===== config.mk =====
export PLATFORM = sky130hd
export DESIGN_NAME = lsdac_fmt
export DESIGN_NICKNAME = d
export VERILOG_FILES = /design/src/rtl/lsdac_pkg.sv /design/src/rtl/lsdac_i2s_rx.sv /design/src/rtl/lsdac_serializer.sv /design/src/rtl/lsdac_fmt.sv
export SDC_FILE = /design/constraint.sdc
export NUM_CORES = 1
export LEC_CHECK = 0
export BUFFER_PORTS_ARGS = -buffer_cell sky130_fd_sc_hd__buf_2
export CORE_UTILIZATION = 40
export DETAILED_ROUTE_END_ITERATION = 12
export PLACE_DENSITY_LB_ADDON = 0.08
export SETUP_SLACK_MARGIN = 0.15
export SLEW_MARGIN = 20
export SYNTH_ARGS = -nofsm -noshare
export SYNTH_HDL_FRONTEND = slang
export SYNTH_SLANG_ARGS = --single-unit

===== constraint.sdc =====
create_clock -name clk -period 6.9 [get_ports clk]
set_input_delay 1.38 -clock clk [delete_from_list [all_inputs] [get_ports clk]]
set_output_delay 1.38 -clock clk [all_outputs]
set_load 0.005 [all_outputs]

===== src/rtl/lsdac_pkg.sv =====
`timescale 1ns/1ps
package lsdac_pkg;
    localparam int SAMPLE_W  = 24;
    localparam int LE_LEAD   = 3;
    localparam int TAIL_CLKS = 4;

    typedef struct packed {
        logic [SAMPLE_W-1:0] left;
        logic [SAMPLE_W-1:0] right;
    } stereo_t;

    typedef enum logic [1:0] {
        SER_IDLE,
        SER_DATA,
        SER_HOLD,
        SER_TAIL
    } ser_state_e;

    function automatic int word_len(input logic [1:0] sel);
        case (sel)
            2'd0:    return 16;
            2'd1:    return 18;
            2'd2:    return 20;
            default: return 24;
        endcase
    endfunction
endpackage


===== src/rtl/lsdac_i2s_rx.sv =====
`timescale 1ns/1ps
module lsdac_i2s_rx
    import lsdac_pkg::*;
#(
    parameter int SW = SAMPLE_W
) (
    input  logic    clk,
    input  logic    rst,
    input  logic    bck_i,
    input  logic    ws_i,
    input  logic    sd_i,
    output logic    frame_vld,
    output stereo_t frame
);
    localparam int CW = $clog2(SW + 1);

    logic          bck_q;
    logic          ws_last;
    logic          started;
    logic          have_left;
    logic [CW-1:0] cnt;
    logic [SW-1:0] sr;
    logic [SW-1:0] lbuf;
    logic          rise;

    assign rise = bck_i & ~bck_q;

    always_ff @(posedge clk) begin
        if (rst) begin
            bck_q     <= 1'b0;
            ws_last   <= 1'b0;
            started   <= 1'b0;
            have_left <= 1'b0;
            cnt       <= '0;
            sr        <= '0;
            lbuf      <= '0;
            frame     <= '0;
            frame_vld <= 1'b0;
        end else begin
            bck_q     <= bck_i;
            frame_vld <= 1'b0;
            if (rise) begin
                if (ws_i != ws_last) begin
                    ws_last <= ws_i;
                    started <= 1'b1;
                    cnt     <= '0;
                    sr      <= '0;
                    if (started) begin
                        if (!ws_last) begin
                            lbuf      <= sr;
                            have_left <= 1'b1;
                        end else if (have_left) begin
                            frame.left  <= lbuf;
                            frame.right <= sr;
                            frame_vld   <= 1'b1;
                            have_left   <= 1'b0;
                        end
                    end
                end else if (cnt < CW'(SW)) begin
                    sr  <= {sr[SW-2:0], sd_i};
                    cnt <= cnt + 1'b1;
                end
            end
        end
    end
endmodule


===== src/rtl/lsdac_serializer.sv =====
`timescale 1ns/1ps
module lsdac_serializer
    import lsdac_pkg::*;
#(
    parameter int SW     = SAMPLE_W,
    parameter int LEAD   = LE_LEAD,
    parameter int TAIL_N = TAIL_CLKS
) (
    input  logic       clk,
    input  logic       rst,
    input  logic       start_vld,
    input  stereo_t    start_pair,
    input  logic [1:0] cfg_width,
    input  logic       cfg_stop,
    input  logic       cfg_tail,
    output logic       take,
    output logic       bck_o,
    output logic       dl_o,
    output logic       dr_o,
    output logic       le_l_o,
    output logic       le_r_o
);
    localparam int CW = $clog2(SW + 1);

    ser_state_e    state, nxt;
    logic          ph;
    logic          ch;
    logic [CW-1:0] cnt;
    logic [CW-1:0] wlen;
    logic [SW-1:0] sr;
    logic [SW-1:0] rword;
    logic          stop_q, tail_q;
    logic          last_bit, word_done, le_on;

    assign last_bit = (cnt == wlen - 1'b1);
    assign take     = (state == SER_IDLE) && start_vld;

    always_comb begin
        nxt       = state;
        word_done = 1'b0;
        case (state)
            SER_DATA: if (last_bit) begin
                if (stop_q)      nxt = SER_HOLD;
                else if (tail_q) nxt = SER_TAIL;
                else             word_done = 1'b1;
            end
            SER_HOLD: begin
                if (tail_q) nxt = SER_TAIL;
                else        word_done = 1'b1;
            end
            SER_TAIL: if (cnt == CW'(TAIL_N - 1)) word_done = 1'b1;
            default: ;
        endcase
        if (word_done) nxt = ch ? SER_IDLE : SER_DATA;
    end

    always_ff @(posedge clk) begin
        if (rst) begin
            state  <= SER_IDLE;
            ph     <= 1'b0;
            ch     <= 1'b0;
            cnt    <= '0;
            wlen   <= CW'(16);
            sr     <= '0;
            rword  <= '0;
            stop_q <= 1'b0;
            tail_q <= 1'b0;
        end else if (state == SER_IDLE) begin
            ph <= 1'b0;
            if (start_vld) begin
                sr     <= start_pair.left;
                rword  <= start_pair.right;
                wlen   <= CW'(word_len(cfg_width));
                stop_q <= cfg_stop;
                tail_q <= cfg_tail;
                ch     <= 1'b0;
                cnt    <= '0;
                state  <= SER_DATA;
            end
        end else begin
            ph <= ~ph;
            if (ph) begin
                state <= nxt;
                if (nxt != state || word_done) cnt <= '0;
                else                           cnt <= cnt + 1'b1;
                if (state == SER_DATA && !last_bit) sr <= sr << 1;
                if (word_done && !ch) begin
                    ch <= 1'b1;
                    sr <= rword;
                end
            end
        end
    end

    assign le_on  = (state == SER_DATA && cnt >= wlen - CW'(LEAD)) || (state == SER_HOLD);
    assign bck_o  = ph && (state == SER_DATA || state == SER_TAIL);
    assign dl_o   = (state == SER_DATA) && !ch && sr[SW-1];
    assign dr_o   = (state == SER_DATA) &&  ch && sr[SW-1];
    assign le_l_o = le_on && !ch;
    assign le_r_o = le_on &&  ch;
endmodule


===== src/rtl/lsdac_fmt.sv =====
`timescale 1ns/1ps
module lsdac_fmt
    import lsdac_pkg::*;
(
    input  logic       clk,
    input  logic       rst,
    input  logic       i2s_bck,
    input  logic       i2s_ws,
    input  logic       i2s_sd,
    input  logic [1:0] cfg_width,
    input  logic       cfg_stop,
    input  logic       cfg_tail,
    output logic       dac_bck,
    output logic       dac_dl,
    output logic       dac_dr,
    output logic       dac_le_l,
    output logic       dac_le_r
);
    logic    rx_vld;
    stereo_t rx_frame;
    logic    pend_vld;
    stereo_t pend;
    logic    take;

    lsdac_i2s_rx #(.SW(SAMPLE_W)) u_rx (
        .clk       (clk),
        .rst       (rst),
        .bck_i     (i2s_bck),
        .ws_i      (i2s_ws),
        .sd_i      (i2s_sd),
        .frame_vld (rx_vld),
        .frame     (rx_frame)
    );

    always_ff @(posedge clk) begin
        if (rst) begin
            pend_vld <= 1'b0;
            pend     <= '0;
        end else begin
            if (take) pend_vld <= 1'b0;
            if (rx_vld) begin
                pend_vld <= 1'b1;
                pend     <= rx_frame;
            end
        end
    end

    lsdac_serializer #(.SW(SAMPLE_W), .LEAD(LE_LEAD), .TAIL_N(TAIL_CLKS)) u_ser (
        .clk        (clk),
        .rst        (rst),
        .start_vld  (pend_vld),
        .start_pair (pend),
        .cfg_width  (cfg_width),
        .cfg_stop   (cfg_stop),
        .cfg_tail   (cfg_tail),
        .take       (take),
        .bck_o      (dac_bck),
        .dl_o       (dac_dl),
        .dr_o       (dac_dr),
        .le_l_o     (dac_le_l),
        .le_r_o     (dac_le_r)
    );
endmodule


## Word level (Yosys, flattened, before mapping)

Cells that the tools add are included.

| word-level totals | value |
|---|---|
| bits in registers | 219 |
| input port bits | 9 |
| output and inout bits | 5 |

| operators by class | value |
|---|---|
| add/sub/neg operators | 4 |
| magnitude comparators | 2 |
| equality and inequality tests | 10 |
| multiplexer cells | 36 |
| bitwise operators | 7 |
| reduce and logical (&&, ||, !) cells | 34 |

Operator list:

| kind | number |
|---|---|
| 2-to-1 mux 24 bit | 7 |
| 2-to-1 mux 5 bit | 6 |
| 2-to-1 mux 2 bit | 7 |
| 2-to-1 mux 1 bit | 13 |
| one-hot mux 4 bit (3 select lines) | 1 |
| logical AND 1 bit | 11 |
| adder 5 x 1 -> 5 bit, second input constant | 2 |
| AND reduction 3 bit | 3 |
| AND reduction 2 bit | 4 |
| nonzero test 2 bit | 4 |
| == test 2 bit, second input constant | 3 |
| NOT 1 bit | 6 |
| == test 5 x 2 -> 1 bit, second input constant | 1 |
| == test 5 bit | 1 |
| >= comparator 5 bit | 1 |
| < comparator 5 bit, second input constant | 1 |
| AND reduction 5 bit | 1 |
| OR reduction 5 bit | 1 |
| subtractor 5 x 1 -> 5 bit, second input constant | 1 |
| subtractor 5 x 2 -> 5 bit, second input constant | 1 |
| == test 2 x 1 -> 1 bit, second input constant | 2 |
| logical NOT 2 bit | 2 |
| one-hot mux 2 bit (2 select lines) | 1 |
| AND reduction 4 bit | 1 |
| 9 further kinds | 12 |

## Depth between registers and ports, before layout

| logic depth | value |
|---|---|
| depth in word-level cells | 10 |
| mapped depth | 11 |
| depth with buffers taken out | 9 |

## Hierarchy

From an unflattened synthesis, not the netlist that was laid out.

| unflattened totals | value |
|---|---|
| cell total of the unflattened synthesis | 970 |
| area total of the unflattened synthesis | 9203.8 um^2 |

By module, submodules not included:

| module | times used | cells each | area an instance (um^2) | seq. area each (um^2) |
|---|---|---|---|---|
| lsdac_i2s_rx | 1 | 431 | 4172.8 | 2122.0 |
| lsdac_serializer | 1 | 380 | 3284.4 | 1241.2 |
| lsdac_fmt | 1 | 159 | 1746.7 | 980.9 |

## Least setup slack after synthesis

Ideal clock, no wire load.

| timing | value |
|---|---|
| kind | input -> register |
| start | in i2s_bck |
| end | reg u_rx.frame[18] in the netlist's numbering |
| library setup time | 0.070 ns |
| arrival time | 2.812 ns |
| data required time | 6.830 ns |
| slack | 4.017 ns |
| stages | 8 |
| buffers on the path | 2 |
| path through | nor2b_1 -> nand2_1 -> nor2_1 -> and3_1 -> clkbuf_1 -> clkbuf_1 -> nand2_1 -> a21oi_1 |

| between the ends | value |
|---|---|
| word-level cells in the longest chain between the ends | 2 |

Ends and longest elaborated chain:

| element | RTL line | text |
|---|---|---|
| start: declaration | lsdac_fmt.sv:7 | `input logic i2s_bck,` |
| AND 1 bit | lsdac_i2s_rx.sv:26 | `assign rise = bck_i & ~bck_q;` |
| AND reduction 5 bit (no line) | -- |  |
| end: declaration | lsdac_i2s_rx.sv:13 | `output stereo_t frame` |

No other way between the ends.
A chain may end at the register's enable or synchronous reset.

## Worst setup path after layout

| timing | value |
|---|---|
| start | reg u_ser.wlen[1] |
| end | out dac_le_r |

| between the ends | value |
|---|---|
| word-level cells in the longest chain between the ends | 5 |

Ends and longest elaborated chain:

| element | RTL line | text |
|---|---|---|
| start: declaration | lsdac_serializer.sv:29 | `logic [CW-1:0] wlen;` |
| start signal: assignment | lsdac_serializer.sv:73 | `wlen <= CW'(word_len(cfg_width));` |
| subtractor 5 x 2 -> 5 bit | lsdac_serializer.sv:95 | `assign le_on = (state == SER_DATA && cnt >= wlen - CW'(LEAD)) \|\| (state == SER_HOLD);` |
| >= comparator 5 bit | lsdac_serializer.sv:95 |  |
| logical AND 1 bit | lsdac_serializer.sv:95 |  |
| logical OR 1 bit | lsdac_serializer.sv:95 |  |
| logical AND 1 bit | lsdac_serializer.sv:100 | `assign le_r_o = le_on && ch;` |
| end: declaration | lsdac_fmt.sv:17 | `output logic dac_le_r` |

No other way between the ends.

==> reports/metrics.csv <==
stage;metric;value;unit
outcome;status;complete, no violations;
cts;CTS tree;done;
cts;total CTS buffers;24;
yosys;Avg Inst Size Synth;8.62;sq um
cts;CTS H-Tree Depth;1;
detailed_routing;DRC;0;
yosys;Synth Warn #;0;
worst_setup_path;critical path arrival;2.30;ns
die;starting density of the core;40.8;%
detailed_routing;Avg Vias per Cell;5.02;
timing;Slew HR;31.3;%
worst_setup_path;Crit Path Class;reg -> out;
yosys;synth unique cells;58;
die;Die Area;22000;sq um
power_and_ir_drop;Worst VDD drop;162;uV
die;Rows;53;
placement;port bufs;13;
yosys;top_reg_cell synth;dfxtp_1;
cts;clk_lat worst skew;0.51;ns
timing;Setup violations, final;0;
detailed_routing;Post-Route WL;19.3;mm
die;core footprint;21000;sq um
cells_and_area;ant diodes;0;
cts;post-CTS sizing;0;
timing;measured slew at the worst slew-check pin;1.03;ns
grt;antenna violations before repair;0;
placement;RePlAce Congestion;0.758;
yosys;register area share after synthesis;50.7;%
cts;hold buffer count at cts;0;
grt;largest net degree at the start of global routing;125;
detailed_routing;first-iteration detailed-routing DRC count;404;
yosys;synthesized area;8570;sq um
die;die width;148;um
timing;clock skew;0.0104;ns
timing;fin crit period;3.68;ns
cells_and_area;share of cells above drive strength 1;8.59;%
timing;Slew Limit Fails;0;
power_and_ir_drop;PwrDens;273;nW/um^2
yosys;Post-Syn Instances;994;
cells_and_area;nets@finish;997;
timing;RSZ-0062 raised after global routing;no;
cts;Clock Sinks;217;
cts;postcts setup bufs;0;
run;Max Cap Violations;0;
detailed_routing;Routed WL per cell;15.2;um
yosys;Post-synth EDFFs;0;
power_and_ir_drop;Leak;3.16;nW
worst_setup_path;critical path required time;5.52;ns
yosys;register bit count reported by yosys;217;
grt;gr usage total;17.8;%
worst_hold_path;Hold Crit Class;reg -> reg;
timing;Hold Violations, Final;0;
detailed_routing;Antenna Nets Post-Route;0;
worst_setup_path;CP endpoint kind;output pin;
cells_and_area;area grow syn2layout;11.6;%
detailed_routing;First-pass DRT Iterations;5;
cts;Max Root-Sink Buffers;3;
die;num ports;14;
placement;Post-DP HPWL;10.7;mm
die;Die Span Y;148;um
power_and_ir_drop;Design Power;2.61;mW
timing;fmax;272;MHz
cts;Root Buffer;clkbuf_16;
worst_setup_path;top fanout value on the critical path;3;
yosys;asr flop ratio synth;0;%
grt;first-pass GRT wire length;31.6;mm
detailed_routing;via count;6350;
timing;Setup TNS;0;ns
worst_setup_path;kind of start point of the critical path;flop;
grt;vias in the first global route;5863;
cts;clk slew on worst S/H paths;0.06;ns
yosys;Synth Net Count;1018;
timing;final worst-path cycle share;53.4;%
grt;GR Overflow Total;0;
registers in the layout, indices dropped and copies added (netlist names):
| register | flops |
|---|---|
| u_rx.frame | 48 |
| u_rx.sr | 24 |
| u_ser.stop_q | 1 |
| u_rx.started | 1 |
| u_ser.state | 2 |
| u_rx.frame_vld | 1 |
| u_ser.tail_q | 1 |
| u_ser.sr | 24 |
| u_ser.ch | 1 |
| u_rx.lbuf | 24 |
| pend | 48 |
| u_ser.cnt | 5 |
| u_rx.bck_q | 1 |
| u_rx.have_left | 1 |
| u_ser.rword | 24 |
| u_rx.cnt | 5 |
| u_rx.ws_last | 1 |
| u_ser.ph | 1 |
| u_ser.wlen | 3 |
| pend_vld | 1 |
placed cells by master, fill, tap and decap left out, drive strengths merged, types with 3 or more instances in the layout:
cell,count
o21ai,28
clkbuf,34
xor2,4
dfxtp,217
nor3,3
and2,3
and3,5
clkinv,4
a211oi,3
a22o,26
nor2,68
buf,23
mux2i,71
nor2b,4
nand2,262
a21oi,138
bufinv,3
inv,10
ha,15
nand3,32
cell families (layout without fill, tap and decap cells):
family | Yosys count | in the layout | synth area share, %
AND/OR/NAND/NOR | 393 | 393 | 19.2
flip-flops | 217 | 217 | 50.7
AO/OA/AOI/OAI | 210 | 210 | 14.4
buffers and inverters | 80 | 76 | 4.21
multiplexers | 72 | 72 | 8.43
adder cells (fa/ha/maj) | 15 | 15 | 2.19
XOR/XNOR | 7 | 7 | 0.905
synthesized netlist by cell type, drive strengths merged (4+ instances only):
master / number / share of area (%)
nand2: 262 / 12
buf: 16 / 1.3
nor2b: 4 / 0.29
nor2: 68 / 3.0
clkbuf: 54 / 2.5
xor2: 4 / 0.41
dfxtp: 217 / 51
inv: 10 / 0.44
a21oi: 138 / 8.1
o21ai: 28 / 1.6
mux2i: 71 / 8.3
a22o: 26 / 2.7
nand3: 32 / 1.9
and3: 5 / 0.41
ha: 15 / 2.2
final timing paths:
path | startpoint | end | slack (ns) | cells after the start
worst max register to register | u_ser.state[1] | u_ser.cnt[4] | 3.77 | 10
worst max-delay path | u_ser.wlen[1] | dac_le_r | 3.22 | 10
worst min-delay path | u_rx.lbuf[11] | u_rx.frame[35] | 0.44 | 2
worst min register to register | u_rx.lbuf[11] | u_rx.frame[35] | 0.44 | 2
metrics by stage:
stage	area [sq um]	setup WS (ns)	cells	util [%]	hold slack [ns]
global route	9560	3.04	1265	45.5	0.469
floorplan	8570	4.02	994	-	0.431
CTS	9560	3.17	1265	45.5	0.448
detailed placement	8740	3.01	1222	41.6	0.444
global placement	8740	3.01	1222	41.6	0.439
finish	9560	3.22	1265	45.5	0.443
power by group:
part	total (mW)	internal, mW	switching (mW)
Clock	1.31	0.806	0.503
Sequential	1.26	1.25	0.00192
Combinational	0.0477	0.00763	0.0400
routing by layer:
layer  vias to the layer above  global-route usage (%)  share of wire [%]  routed length [um]
li1                       3316                       -                  -                   -
met1                      2948                    25.4                 51                9900
met2                        68                    28.3                 44                8560
met3                        18                    2.70                3.0                 582
met4                         0                    4.18                1.2                 231
met5                         -                       0                  0                   0
layout make-up:
cell class	instances	area (sq um)
Clock inverter	9	125
Inverter	10	37.5
Multi-Input combinational cell	697	3870
Sequential cell	217	4350
Clock buffer	34	689
Timing Repair Buffer	23	146
Fill cell	2095	11500
Tap cell	275	344
worst max-delay path: stages (launching register included):
cell and delay, ns:
dfxtp_1 0.35, inv_1 0.08, ha_1 0.34, a21o_1 0.19, a21oi_1 0.15, nor2b_1 0.06
o21ai_0 0.16, nand2b_1 0.09, a21oi_1 0.20, nor2_1 0.06, buf_2 0.12
Power figures use the tool's default switching activity.
